--- src/rtl/timer_regs_pkg.sv ---
package timer_regs_pkg;
  localparam int unsigned WORD_W = 32;
  localparam int unsigned TGT_W  = 6;

  // control word bit positions (decoded by timer engines)
  localparam int unsigned C_WP_LO   = 30;
  localparam int unsigned C_WRC_LO  = 28;
  localparam int unsigned C_WIE     = 27;
  localparam int unsigned C_DIE     = 26;
  localparam int unsigned C_FP_LO   = 24;
  localparam int unsigned C_FIE     = 23;
  localparam int unsigned C_ARE     = 22;
  localparam int unsigned C_WPX_LO  = 17;
  localparam int unsigned C_FPX_LO  = 13;

  // status word bit positions
  localparam int unsigned S_ENW     = 31;
  localparam int unsigned S_WIS     = 30;
  localparam int unsigned S_WRS_LO  = 28;
  localparam int unsigned S_DIS     = 27;
  localparam int unsigned S_FIS     = 26;

  localparam logic [WORD_W-1:0] CTL_MASK_BASE = 32'hFFC0_0000;
  localparam logic [WORD_W-1:0] CTL_MASK_EXT  = 32'h001F_E000;
  localparam logic [WORD_W-1:0] STS_MASK      = 32'hFC00_0000;
  localparam logic [WORD_W-1:0] RESUME_MASK   = 32'hF000_0000;

  typedef struct packed {
    logic [1:0] wdt_sel;
    logic [3:0] wdt_ext;
    logic [1:0] fit_sel;
    logic [3:0] fit_ext;
    logic [1:0] wdt_rst_ctl;
    logic       wdt_ie;
    logic       dec_ie;
    logic       fit_ie;
    logic       auto_reload;
  } ctl_fields_t;

  typedef struct packed {
    logic dec;
    logic fit;
    logic wdt;
  } irq_vec_t;
endpackage

--- src/rtl/tcr_reg.sv ---
module tcr_reg
  import timer_regs_pkg::*;
#(
  parameter bit EXT_MODE = 1'b1
) (
  input  logic              clk_i,
  input  logic              rst_ni,
  input  logic              we_i,
  input  logic [WORD_W-1:0] wdata_i,
  output logic [WORD_W-1:0] ctl_o,
  output ctl_fields_t       fld_o
);
  localparam logic [WORD_W-1:0] CtlMask =
    EXT_MODE ? (CTL_MASK_BASE | CTL_MASK_EXT) : CTL_MASK_BASE;

  logic [WORD_W-1:0] ctl_q;

  always_ff @(posedge clk_i or negedge rst_ni) begin
    if (!rst_ni) ctl_q <= '0;
    else if (we_i) ctl_q <= wdata_i & CtlMask;
  end

  assign ctl_o = ctl_q;

  always_comb begin
    fld_o             = '0;
    fld_o.wdt_sel     = ctl_q[C_WP_LO +: 2];
    fld_o.wdt_ext     = ctl_q[C_WPX_LO +: 4];
    fld_o.fit_sel     = ctl_q[C_FP_LO +: 2];
    fld_o.fit_ext     = ctl_q[C_FPX_LO +: 4];
    fld_o.wdt_rst_ctl = ctl_q[C_WRC_LO +: 2];
    fld_o.wdt_ie      = ctl_q[C_WIE];
    fld_o.dec_ie      = ctl_q[C_DIE];
    fld_o.fit_ie      = ctl_q[C_FIE];
    fld_o.auto_reload = ctl_q[C_ARE];
  end
endmodule

--- src/rtl/period_dec.sv ---
module period_dec
  import timer_regs_pkg::*;
#(
  parameter bit          EXT_MODE = 1'b1,
  parameter int unsigned BASE     = 21
) (
  input  logic [1:0]       sel_i,
  input  logic [3:0]       ext_i,
  output logic [TGT_W-1:0] tgt_o
);
  localparam int unsigned TopBit = (1 << TGT_W) - 1;

  generate
    if (EXT_MODE) begin : g_ext
      logic [TGT_W-1:0] code;
      assign code  = {ext_i, sel_i};
      assign tgt_o = TGT_W'(TopBit) - code;
    end else begin : g_fix
      logic [TGT_W-1:0] unused_ext;
      assign unused_ext = TGT_W'(ext_i);
      assign tgt_o = TGT_W'(BASE) + {2'b00, sel_i, 2'b00};
    end
  endgenerate
endmodule

--- src/rtl/tsr_reg.sv ---
module tsr_reg
  import timer_regs_pkg::*;
(
  input  logic              clk_i,
  input  logic              rst_ni,
  input  logic              we_i,
  input  logic [WORD_W-1:0] wdata_i,
  input  logic              dec_evt_i,
  input  logic              fit_evt_i,
  input  logic              wdt_evt_i,
  input  logic              enw_set_i,
  input  logic [1:0]        wrs_set_i,
  input  logic              resume_i,
  output logic [WORD_W-1:0] sts_o,
  output logic              fit_rearm_o,
  output logic              wdt_rearm_o
);
  logic [WORD_W-1:0] sts_q, clr, set, sts_d;
  logic              fit_rearm_q, wdt_rearm_q;

  always_comb begin
    clr = '0;
    if (we_i)     clr = clr | wdata_i;
    if (resume_i) clr = clr | RESUME_MASK;
    set = '0;
    set[S_DIS]         = dec_evt_i;
    set[S_FIS]         = fit_evt_i;
    set[S_WIS]         = wdt_evt_i;
    set[S_ENW]         = enw_set_i;
    set[S_WRS_LO +: 2] = wrs_set_i;
    // set has priority over any clear source
    sts_d = ((sts_q & ~clr) | set) & STS_MASK;
  end

  always_ff @(posedge clk_i or negedge rst_ni) begin
    if (!rst_ni) begin
      sts_q       <= '0;
      fit_rearm_q <= 1'b0;
      wdt_rearm_q <= 1'b0;
    end else begin
      sts_q       <= sts_d;
      fit_rearm_q <= we_i & wdata_i[S_FIS];
      wdt_rearm_q <= we_i & wdata_i[S_WIS];
    end
  end

  assign sts_o       = sts_q;
  assign fit_rearm_o = fit_rearm_q;
  assign wdt_rearm_o = wdt_rearm_q;
endmodule

--- src/rtl/irq_gen.sv ---
module irq_gen
  import timer_regs_pkg::*;
(
  input  logic              clk_i,
  input  logic              rst_ni,
  input  logic [WORD_W-1:0] sts_i,
  input  ctl_fields_t       fld_i,
  output irq_vec_t          irq_o
);
  irq_vec_t irq_q, irq_d;

  always_comb begin
    irq_d.dec = sts_i[S_DIS] & fld_i.dec_ie;
    irq_d.fit = sts_i[S_FIS] & fld_i.fit_ie;
    irq_d.wdt = sts_i[S_WIS] & fld_i.wdt_ie;
  end

  always_ff @(posedge clk_i or negedge rst_ni) begin
    if (!rst_ni) irq_q <= '0;
    else         irq_q <= irq_d;
  end

  assign irq_o = irq_q;
endmodule

--- src/rtl/timer_ctrl_regs.sv ---
module timer_ctrl_regs
  import timer_regs_pkg::*;
#(
  parameter bit          EXT_MODE = 1'b1,
  parameter int unsigned WDT_BASE = 21,
  parameter int unsigned FIT_BASE = 9
) (
  input  logic        clk_i,
  input  logic        rst_ni,
  input  logic        ctl_we_i,
  input  logic [31:0] ctl_wdata_i,
  input  logic        sts_we_i,
  input  logic [31:0] sts_wdata_i,
  input  logic        dec_evt_i,
  input  logic        fit_evt_i,
  input  logic        wdt_evt_i,
  input  logic        enw_set_i,
  input  logic [1:0]  wrs_set_i,
  input  logic        resume_i,
  output logic [31:0] ctl_o,
  output logic [31:0] sts_o,
  output logic        dec_irq_o,
  output logic        fit_irq_o,
  output logic        wdt_irq_o,
  output logic        fit_rearm_o,
  output logic        wdt_rearm_o,
  output logic [5:0]  fit_tgt_o,
  output logic [5:0]  wdt_tgt_o,
  output logic [1:0]  wdt_rst_ctl_o,
  output logic        auto_reload_o
);
  ctl_fields_t fld;
  irq_vec_t    irq;

  tcr_reg #(.EXT_MODE(EXT_MODE)) i_tcr (
    .clk_i, .rst_ni, .we_i(ctl_we_i), .wdata_i(ctl_wdata_i),
    .ctl_o, .fld_o(fld)
  );

  tsr_reg i_tsr (
    .clk_i, .rst_ni, .we_i(sts_we_i), .wdata_i(sts_wdata_i),
    .dec_evt_i, .fit_evt_i, .wdt_evt_i, .enw_set_i, .wrs_set_i, .resume_i,
    .sts_o, .fit_rearm_o, .wdt_rearm_o
  );

  period_dec #(.EXT_MODE(EXT_MODE), .BASE(WDT_BASE)) i_wdt_dec (
    .sel_i(fld.wdt_sel), .ext_i(fld.wdt_ext), .tgt_o(wdt_tgt_o)
  );

  period_dec #(.EXT_MODE(EXT_MODE), .BASE(FIT_BASE)) i_fit_dec (
    .sel_i(fld.fit_sel), .ext_i(fld.fit_ext), .tgt_o(fit_tgt_o)
  );

  irq_gen i_irq (
    .clk_i, .rst_ni, .sts_i(sts_o), .fld_i(fld), .irq_o(irq)
  );

  assign dec_irq_o     = irq.dec;
  assign fit_irq_o     = irq.fit;
  assign wdt_irq_o     = irq.wdt;
  assign wdt_rst_ctl_o = fld.wdt_rst_ctl;
  assign auto_reload_o = fld.auto_reload;
endmodule

--- config.mk ---
export PLATFORM = sky130hd
export DESIGN_NAME = timer_ctrl_regs
export DESIGN_NICKNAME = d
export VERILOG_FILES = /design/src/rtl/timer_regs_pkg.sv /design/src/rtl/tcr_reg.sv /design/src/rtl/period_dec.sv /design/src/rtl/tsr_reg.sv /design/src/rtl/irq_gen.sv /design/src/rtl/timer_ctrl_regs.sv
export SDC_FILE = /design/constraint.sdc
export NUM_CORES = 1
export LEC_CHECK = 0
export BUFFER_PORTS_ARGS = -buffer_cell sky130_fd_sc_hd__buf_2
export CORE_MARGIN = 2
export CORE_UTILIZATION = 36
export CTS_BUF_LIST = sky130_fd_sc_hd__clkbuf_8 sky130_fd_sc_hd__clkbuf_16
export DETAILED_ROUTE_END_ITERATION = 6
export PLACE_DENSITY = 0.79
export SLEW_MARGIN = 10
export SYNTH_ARGS = -nofsm -noshare
export SYNTH_HDL_FRONTEND = slang
export SYNTH_HIERARCHICAL = 1
export SYNTH_SLANG_ARGS = --single-unit
--- constraint.sdc ---
create_clock -name clk_i -period 0.85 [get_ports clk_i]
set_input_delay 0.085 -clock clk_i [delete_from_list [all_inputs] [get_ports clk_i]]
set_output_delay 0.085 -clock clk_i [all_outputs]
set_load 0.02 [all_outputs]
==> summary.txt <==
Die height -> 70.5 um
Area used by multi-input combinational logic -> 484 sq um
Routed wire length per instance -> 11.1 um
Synth Flop Type -> dfrtp_1
Core area -> 0.00429 sq mm
Root buf cell -> clkbuf_8
Die Wd -> 70.5 um
Leakage -> 1.25 nW
FILL cells -> 367
Share of cells above drive strength 1 -> 54.3%
Hold path cells -> 3
Hold wc startpoint -> sts_wdata_i[30]
Met2 wire length -> 1.71 mm
FP Rows -> 24
Diodes inserted -> 0
Startpoint types -> flip-flop
Slowest CP cell -> dfrtp_1
Top cells by area, synth -> dfrtp_1 (46%), buf_4 (27%), mux2_4 (9.4%)
Largest net degree at the start of global routing -> 30
CTS Sinks -> 29
Post-DP HPWL -> 1.98 mm
Peak Freq -> 1060 MHz
Post-Synthesis Cells -> 139
Final hold slack -> 0.0149 ns
Max IR drop VDD -> 0.000969 V
Detailed Routing Iterations Pass 1 -> 4
Die area -> 0.00497 sq mm
Met3 WL -> 288 um
# H-tree levels -> 2
Crit path max fanout -> 3
Setup TNS -> -2.75 ns
Top cell type by total area after synthesis -> dfrtp_1
Congestion Overflow GR -> 0
Vias per Instance -> 3.91
Crit path DAT -> 0.86 ns
Total global-route track usage -> 12.8%
Critical Path, Cell by Cell -> inv_1, buf_6
Critical R2R Capture -> i_tcr/ctl_o[24]
DR vias -> 1,076
Setup Crit Path Kind -> reg2out
Final Skew -> 0.00319 ns
Slowest stage delay, CP -> 0.41 ns
Yosys top cell area share -> 45.6%
TritonCTS clock tree -> yes
MaxCap Viol Count -> 0
Yosys cell types -> 13
Flop and latch count out of synthesis -> 29
Outcome -> finished with violations
Met1 wire length -> 997 um
Reg clk slew, reported paths -> 0.06 ns
Antenna violations before repair -> 0
Remaining DRCs -> 0
Mapped Area -> 0.00159 sq mm
# setup viols final -> 50
Synth Warn # -> 6
Initial DRC Count -> 33
Top Layer Used -> met4
Setup crit end kind -> output pin
Worst min-delay path category -> in2reg
Buffers plus inverters on the worst setup path -> 2
Reg2Reg Depth -> 2
Most frequent cell after synthesis -> buf_4
Failing checks -> negative setup slack
Routed Antenna Nets -> 0
Worst R2R Setup Slack -> -0.06 ns
Layout area overhead -> 43.4%
RSZ-0062 raised after global routing -> true
First-pass GRT wire length -> 4.92 mm
Seq. cell area -> 726 sq um
Seq/Total Area, Yosys -> 45.6%
CTS Buf Count -> 5
Avg Cell Area, Syn -> 11.4 sq um
Crit path max-delay family -> flip-flops
# IOs -> 159
Final Cycle Share -> 111%
Period minus WS final -> 0.947 ns
Worst-Skew Late Latency -> 0.27 ns
Pwr/cell area -> 1750 mW/mm^2
Total Wirelength -> 3.04 mm
Clk buf depth -> 2
Req. time, crit path -> 0.76 ns
Hold Fails Final Rpt -> 0
RD Place Congestion -> 0.651
Final worst slack -> -0.0971 ns
Reg2Reg Launch Point -> i_tcr/ctl_o[24]
Port Buffers -> 78
Final #Nets -> 298
Crit. path cell count -> 2
Initial core utilization -> 37.0%
Worst slack, placed -> 0.00670 ns
Asr flop ratio synth -> 100%
WHS Endpoint -> i_tsr/wdt_rearm_o
Max Transition Viols Final -> 0
Most instantiated cells after synthesis -> buf_4 (58), dfrtp_1 (29), inv_1 (15)
Post-synth EDFFs -> 0
Vias in the first global route -> 1,086
## worst register-to-register path, cell delays in order (launching register included)
cell	delay [ns]
dfrtp_1	0.41
buf_4	0.14
mux2_4	0.25
## where the power goes
part | internal (mW) | switching, mW | total [mW]
sequential | 1.51 | 0.111 | 1.62
combinational | 0.646 | 0.648 | 1.29
clock | 0.628 | 0.457 | 1.09
total | 2.78 | 1.22 | 4.00
## state kept, by name, summed over array words and instances (netlist names)
name               cells
i_tcr/ctl_o           18
i_tsr/sts_o            6
i_irq/irq_o            3
i_tsr/fit_rearm_o      1
i_tsr/wdt_rearm_o      1
## routing by layer
metal / GRT usage (%) / vias to the layer above
li1: - / 498
met2: 23.5 / 70
met1: 12.8 / 502
met4: 6.41 / 0
met5: 0 / -
met3: 4.33 / 6
## what timing repair did
action,in CTS,in global routing
hold buffers,7,0
endpoints found under the setup margin,44,50
cloned,0,0
hold endpoints to repair,35,0
gates resized for setup,68,22
pin swaps,0,0
setup buffers,9,2
## per-stage QoR
| step | total power, mW | util (%) | std cells | instance area (sq um) |
|---|---|---|---|---|
| 4_1_cts | 3.98 | 51.4 | 273 | 2210 |
| 6_report | 4.00 | 53.1 | 275 | 2280 |
| 2_1_floorplan | 2.48 | - | 177 | 1730 |
| 5_1_grt | 4.23 | 53.1 | 275 | 2280 |
| 3_3_place_gp | 2.55 | 41.2 | 250 | 1770 |
| 3_5_place_dp | 2.57 | 41.2 | 250 | 1770 |
## worst max-delay path by stage
stage / from / to / slack [ns]
after CTS: i_tcr/ctl_o[25] / fit_tgt_o[1] / -0.10
after global routing: i_tcr/ctl_o[18] / wdt_tgt_o[3] / -0.14
after floorplan: i_tcr/ctl_o[19] / i_tcr/ctl_o[19] / 0.002
after global placement: ctl_we_i / i_tcr/ctl_o[18] / 0.03
final: i_tcr/ctl_o[25] / fit_tgt_o[1] / -0.1
after detailed placement: ctl_we_i / i_tcr/ctl_o[13] / 0.007
## cell families (layout without fill, tap and decap cells)
| kind of cell | after synthesis | count (layout) | synth area share [%] |
|---|---|---|---|
| buffers and inverters | 75 | 121 | 32.9 |
| multiplexers | 18 | 18 | 15.1 |
| other | 2 | 40 | 0.472 |
| flip-flops | 29 | 29 | 45.6 |
| AO/OA/AOI/OAI | 6 | 6 | 3.15 |
| AND/OR/NAND/NOR | 9 | 9 | 2.75 |
## cell usage in the layout (no fill, tap or decap), drive strengths merged
cell | Yosys | final
nand2 | 6 | 6
a21o | 2 | 2
inv | 15 | 16
buf | 60 | 92
dfrtp | 29 | 29
a31o | 4 | 4
conb | 2 | 40
mux2 | 18 | 18
and2 | 3 | 3
clkbuf | 0 | 6
dlygate4sd3 | 0 | 7
## area by class of cell
type,instances,area share [%]
Clock buffer,6,3.62
Clock inverter,1,0.165
Inverter,15,2.47
Multi-Input combinational cell,73,21.2
Sequential cell,29,31.8
Tap cell,52,2.85
Timing Repair Buffer,99,37.8
Power figures use the tool's default switching activity.
